[src/rtl/wdt_pkg.sv]
package wdt_pkg;
  localparam logic [7:0] RESTART_KEY = 8'hAC;

  typedef enum logic [1:0] {
    SRC_IOSC  = 2'd0,
    SRC_MAIN  = 2'd1,
    SRC_SUB   = 2'd2,
    SRC_IOSC2 = 2'd3
  } wdt_src_e;

  // Field order is the byte layout of the configuration register, MSB first.
  typedef struct packed {
    logic     halt;
    logic     nmi_mode;
    wdt_src_e src;
    logic [2:0] ovsel;
  } wdt_cfg_t;

  localparam wdt_cfg_t CFG_DEFAULT = '{halt: 1'b0, nmi_mode: 1'b0,
                                       src: SRC_IOSC, ovsel: 3'd7};
endpackage

[src/rtl/wdt_cfg_reg.sv]
module wdt_cfg_reg
  import wdt_pkg::*;
(
  input  logic       clk,
  input  logic       rst,
  input  logic       wr_cfg,
  input  logic [7:0] wr_data,
  output wdt_cfg_t   cfg,
  output logic       cfg_fault
);
  wdt_cfg_t cfg_q;
  logic     locked;

  always_ff @(posedge clk) begin
    if (rst) begin
      cfg_q  <= CFG_DEFAULT;
      locked <= 1'b0;
    end else if (wr_cfg && !locked) begin
      cfg_q  <= wdt_cfg_t'(wr_data[6:0]);
      locked <= 1'b1;
    end
  end

  assign cfg       = cfg_q;
  assign cfg_fault = wr_cfg && locked;

  // once locked, a further write leaves the configuration untouched
  p_cfg_once_r6: assert property (@(posedge clk) disable iff (rst)
    (wr_cfg && locked) |=> $stable(cfg_q));
endmodule

[src/rtl/wdt_counter.sv]
module wdt_counter
  import wdt_pkg::*;
#(
  parameter int MIN_EXP = 12,
  localparam int CNT_W  = MIN_EXP + 8
) (
  input  logic     clk,
  input  logic     rst,
  input  logic     ce_main,
  input  logic     ce_iosc,
  input  logic     ce_sub,
  input  wdt_cfg_t cfg,
  input  logic     restart,
  output logic     ovf
);
  logic [CNT_W-1:0] cnt;
  logic [CNT_W-1:0] lim_m1;
  logic             tick;
  logic             run;

  always_comb begin
    unique case (cfg.src)
      SRC_MAIN: tick = ce_main;
      SRC_SUB:  tick = ce_sub;
      default:  tick = ce_iosc;
    endcase
  end

  assign lim_m1 = (CNT_W'(1) << (MIN_EXP + int'(cfg.ovsel))) - CNT_W'(1);
  assign run    = !cfg.halt;
  assign ovf    = run && tick && !restart && (cnt >= lim_m1);

  always_ff @(posedge clk) begin
    if (rst)              cnt <= '0;
    else if (restart)     cnt <= '0;
    else if (ovf)         cnt <= '0;
    else if (run && tick) cnt <= cnt + CNT_W'(1);
  end

  // the restart key zeroes the count
  p_restart_zero_r7: assert property (@(posedge clk) disable iff (rst)
    restart |=> (cnt == '0));
  // after an overflow the count begins again from zero
  p_ovf_wrap_r5: assert property (@(posedge clk) disable iff (rst)
    ovf |=> (cnt == '0));
  // a halted counter holds its value
  p_halt_hold_r9: assert property (@(posedge clk) disable iff (rst)
    (cfg.halt && !restart) |=> $stable(cnt));
endmodule

[src/rtl/wdt_req_gen.sv]
module wdt_req_gen (
  input  logic clk,
  input  logic rst,
  input  logic ovf,
  input  logic nmi_mode,
  input  logic cfg_fault,
  input  logic key_fault,
  output logic rst_req,
  output logic nmi_req
);
  logic fault;
  logic rst_d;
  logic nmi_d;

  assign fault = cfg_fault || key_fault;
  assign rst_d = fault || (ovf && !nmi_mode);
  assign nmi_d = ovf && nmi_mode && !fault;

  always_ff @(posedge clk) begin
    if (rst) begin
      rst_req <= 1'b0;
      nmi_req <= 1'b0;
    end else begin
      rst_req <= rst_d;
      nmi_req <= nmi_d;
    end
  end

  // the two requests never coincide
  p_req_excl_r2: assert property (@(posedge clk) disable iff (rst)
    !(rst_req && nmi_req));
  // a wrong restart key is answered by a reset request
  p_bad_key_r8: assert property (@(posedge clk) disable iff (rst)
    key_fault |=> rst_req);
  // an overflow in interrupt mode raises only the interrupt request
  p_nmi_only_r5: assert property (@(posedge clk) disable iff (rst)
    (ovf && nmi_mode && !cfg_fault && !key_fault) |=> (nmi_req && !rst_req));
endmodule

[src/rtl/wdt_autostart.sv]
module wdt_autostart
  import wdt_pkg::*;
#(
  parameter int MIN_EXP = 12
) (
  input  logic       clk,
  input  logic       rst,
  input  logic       ce_main,
  input  logic       ce_iosc,
  input  logic       ce_sub,
  input  logic       wr_en,
  input  logic       wr_sel,
  input  logic [7:0] wr_data,
  output logic       rst_req,
  output logic       nmi_req
);
  wdt_cfg_t cfg;
  logic     cfg_fault;
  logic     wr_cfg;
  logic     wr_rst;
  logic     key_ok;
  logic     key_fault;
  logic     ovf;

  assign wr_cfg    = wr_en && !wr_sel;
  assign wr_rst    = wr_en && wr_sel;
  assign key_ok    = wr_rst && (wr_data == RESTART_KEY);
  assign key_fault = wr_rst && (wr_data != RESTART_KEY);

  wdt_cfg_reg u_cfg (
    .clk(clk), .rst(rst), .wr_cfg(wr_cfg), .wr_data(wr_data),
    .cfg(cfg), .cfg_fault(cfg_fault)
  );

  wdt_counter #(.MIN_EXP(MIN_EXP)) u_cnt (
    .clk(clk), .rst(rst), .ce_main(ce_main), .ce_iosc(ce_iosc),
    .ce_sub(ce_sub), .cfg(cfg), .restart(key_ok), .ovf(ovf)
  );

  wdt_req_gen u_req (
    .clk(clk), .rst(rst), .ovf(ovf), .nmi_mode(cfg.nmi_mode),
    .cfg_fault(cfg_fault), .key_fault(key_fault),
    .rst_req(rst_req), .nmi_req(nmi_req)
  );
endmodule

[config.mk]
export PLATFORM = sky130hd
export DESIGN_NAME = wdt_autostart
export DESIGN_NICKNAME = d
export VERILOG_FILES = /design/src/rtl/wdt_pkg.sv /design/src/rtl/wdt_cfg_reg.sv /design/src/rtl/wdt_counter.sv /design/src/rtl/wdt_req_gen.sv /design/src/rtl/wdt_autostart.sv
export SDC_FILE = /design/constraint.sdc
export NUM_CORES = 1
export LEC_CHECK = 0
export ABC_CLOCK_PERIOD_IN_PS = 5270
export BUFFER_PORTS_ARGS = -buffer_cell sky130_fd_sc_hd__buf_2
export CAP_MARGIN = 20
export CORE_MARGIN = 2
export CORE_UTILIZATION = 30
export DETAILED_ROUTE_END_ITERATION = 7
export GPL_ROUTABILITY_DRIVEN = 0
export SKIP_LAST_GASP = 1
export SLEW_MARGIN = 5
export SYNTH_ARGS = -nofsm -noshare
export SYNTH_HDL_FRONTEND = slang
export SYNTH_SLANG_ARGS = --single-unit
[constraint.sdc]
create_clock -name clk -period 5.27 [get_ports clk]
set_input_delay 1.581 -clock clk [delete_from_list [all_inputs] [get_ports clk]]
set_output_delay 1.581 -clock clk [all_outputs]
set_load 0.02 [all_outputs]
==> results.yml <==
cts:
  numCtsBuffers: 5
  postCtsSetupBuffers: 0
  root_buffer: "clkbuf_8"
  cts_hold_buffers: 0
  cts_resized: 0
  cts_max_path_buffers: 2
  insertion_delay_ns: 0.28
  cts_tree: "yes"
  clock_sinks: 30
  clk_pin_slew_worst_paths_ns: 0.06
  cts_max_level: 2
yosys:
  synthAdderAreaFrac_pct: 11.7
  synth-xor-area-share_pct: 9.17
  synth_top_family_by_area: "simple AND/OR/NAND/NOR gates"
  seq_area_frac_synth_pct: 33.1
  syn_area_mm2: 0.00182
  syn_inst: 188
  yosysWarnings: 0
  yosysUniqueCellTypes: 45
  ys_seq_elements: 30
  avgSynthCellArea_um2: 9.66
  synth_compound_area_share_pct: 12.6
  synthMuxAreaShare_pct: 1.65
  synth-simple-area-share_pct: 27.6
sta:
  finalSetupTns_ns: 0
  min_period_ns: 2.73
  fin_crit_sh_pct: 51.8
  rsz0062_at_grt: "no"
  finalHoldViolCount: 0
  fin_skew_ns: 0.00363
  setup_violations: 0
  fmax_mhz: 366
  finalMaxSlewViolations: 0
  tightestPinTransition_ns: 0.597
  max_slew_margin_pct: 59.9
pwr:
  p_per_area_mw_per_mm2: 231
  vdd_drop_max_v: 0.000101
  power_mw: 0.475
  p_leak_nw: 0.812
finish:
  n_antenna_cell: 0
  drive_above_1_share_pct: 26.5
  final_cell_mix: "dfxtp_1 (30), nor2_2 (18), xor2_1 (17), ha_1 (17), buf_2 (16)"
  stdcell_count: 286
  layout_commonest_cell: "dfxtp_1"
  multi_input_area_mm2: 0.00116
  final_nets: 244
  nFillCells: 600
  area_growth_pct: 13.4
  ff_latch_area_um2: 601
  fin_area_mm2: 0.00206
grt:
  grt_max_degree: 21
  first_global_vias: 1196
  antenna_found_initial: 0
  grt_pass1_wl_um: 5350
  grt.overflow.total: 0
  grtUsageTotal_pct: 10.4
worst_setup_path:
  cp_slowest_cell: "nor4b_1"
  crit_type: "in2reg"
  worstPathArrival_ns: 2.89
  path_cells: "buf_2, nor4b_1, a41o_1, a41oi_2, o21ai_2, buf_4, nor2_2"
  endpoint_kind: "register"
  cp.required_ns: 5.43
  cp_slowest_stage_delay_ns: 0.38
  crit_fanout: 20
  start_kind: "input port"
placement:
  placed_area_mm2: 0.00198
  portBuffers: 16
  place_inst: 280
  hpwl_um: 2400
run_status:
  status: "completed"
floorplan:
  die_y_um: 81.8
  die_x_um: 81.8
  core_mm2: 0.00589
  initial_core_util_pct: 30.8
  die_area_mm2: 0.00669
  io_pins: 17
  rows: 28
route:
  avgViaCountPerCell: 4.76
  dr.pass1.iters: 4
  wl_per_cell_um: 11.1
  vias: 1360
  first_iter_violations: 45
  postRouteAntennaNets: 0
  wl_um: 3170
  drc_errors: 0
hold_path:
  holdCritPathClass: "reg2reg"
job:
  cap_violations: 0
## logic make-up (layout without fill, tap and decap cells)
logic type / Yosys count / in the layout
flip-flops: 30 / 30
XOR/XNOR: 19 / 19
AND/OR/NAND/NOR: 79 / 79
adder cells (fa/ha/maj): 17 / 17
multiplexers: 3 / 3
buffers and inverters: 12 / 31
AO/OA/AOI/OAI: 26 / 26
other: 2 / 6
## path summary, 6_finish.rpt
| kind | slack, ns | end | cells after the start | start |
|---|---|---|---|---|
| max | 2.54 | u_cnt.cnt[18] | 7 | wr_data[1] |
| min | 0.50 | u_req.rst_req | 2 | u_cfg.cfg[5] |
| max reg2reg | 3.06 | u_cnt.cnt[18] | 8 | u_cfg.cfg[2] |
| min reg2reg | 0.50 | u_req.rst_req | 2 | u_cfg.cfg[5] |
## cells in the mapped netlist (all sizes together)
master,instances,share of area [%]
a211o,3,1.4
nand4,10,3.4
a21o,1,0.48
nor2b,3,1.2
nor4,3,2.7
nand2,7,1.4
a221oi,1,1.4
conb,2,0.41
and4b,1,0.55
o211ai,2,0.83
a221o,1,0.55
nor4b,1,0.48
o21ai,3,1.0
nor3,5,1.9
a41o,1,0.55
and4,2,0.97
a41oi,2,1.4
nand3,12,3.3
nor2,30,9.5
o2bb2ai,1,0.48
clkbuf,1,0.21
inv,7,1.4
a31oi,1,0.34
xor2,17,8.2
a21oi,7,2.6
and3,3,1.3
dfxtp,30,33
a211oi,3,1.5
buf,4,2.1
ha,17,12
and2,1,0.34
mux2i,3,1.7
xnor2,2,0.97
nor3b,1,0.41
## per-stage QoR
step | setup WS, ns | hold WS (ns) | utilization [%]
after global placement | 2.22 | 0.478 | 33.6
after global routing | 2.41 | 0.520 | 35.0
after floorplan | 2.58 | 0.459 | -
final | 2.54 | 0.497 | 35.0
after detailed placement | 2.21 | 0.485 | 33.6
after CTS | 2.51 | 0.499 | 35.0
## flip-flops by register name (all words and copies together), names as in the netlist
name	count
u_req.nmi_req	1
u_cnt.cnt	20
u_cfg.locked	1
u_req.rst_req	1
u_cfg.cfg	7
## metal layers
metal	share of wire [%]	GRT usage, %	vias to the layer above
li1	-	-	711
met1	51	13.3	632
met2	45	16.7	10
met3	2.1	2.31	7
met4	2.1	4.50	0
met5	0	0	-
## final cells by class
cell class | count | share of cell area [%]
timing repair buffer | 18 | 4.62
inverter | 7 | 1.28
clock buffer | 6 | 4.01
tap | 75 | 4.56
sequential | 30 | 29.2
multi-input combinational | 150 | 56.4
## report_power, final
group | total (mW) | switching [mW] | internal (mW)
sequential | 0.242 | 0.00797 | 0.234
combinational | 0.0524 | 0.0300 | 0.0224
clock | 0.181 | 0.0806 | 0.100
## worst max-delay path: cells and delay by family
kind                   cells  cell delay (ns)
and+or+nand+nor            2             0.45
buffers and inverters      2             0.45
AOI/OAI and AO/OA          3             0.40
(Power assumes the default switching activity.)
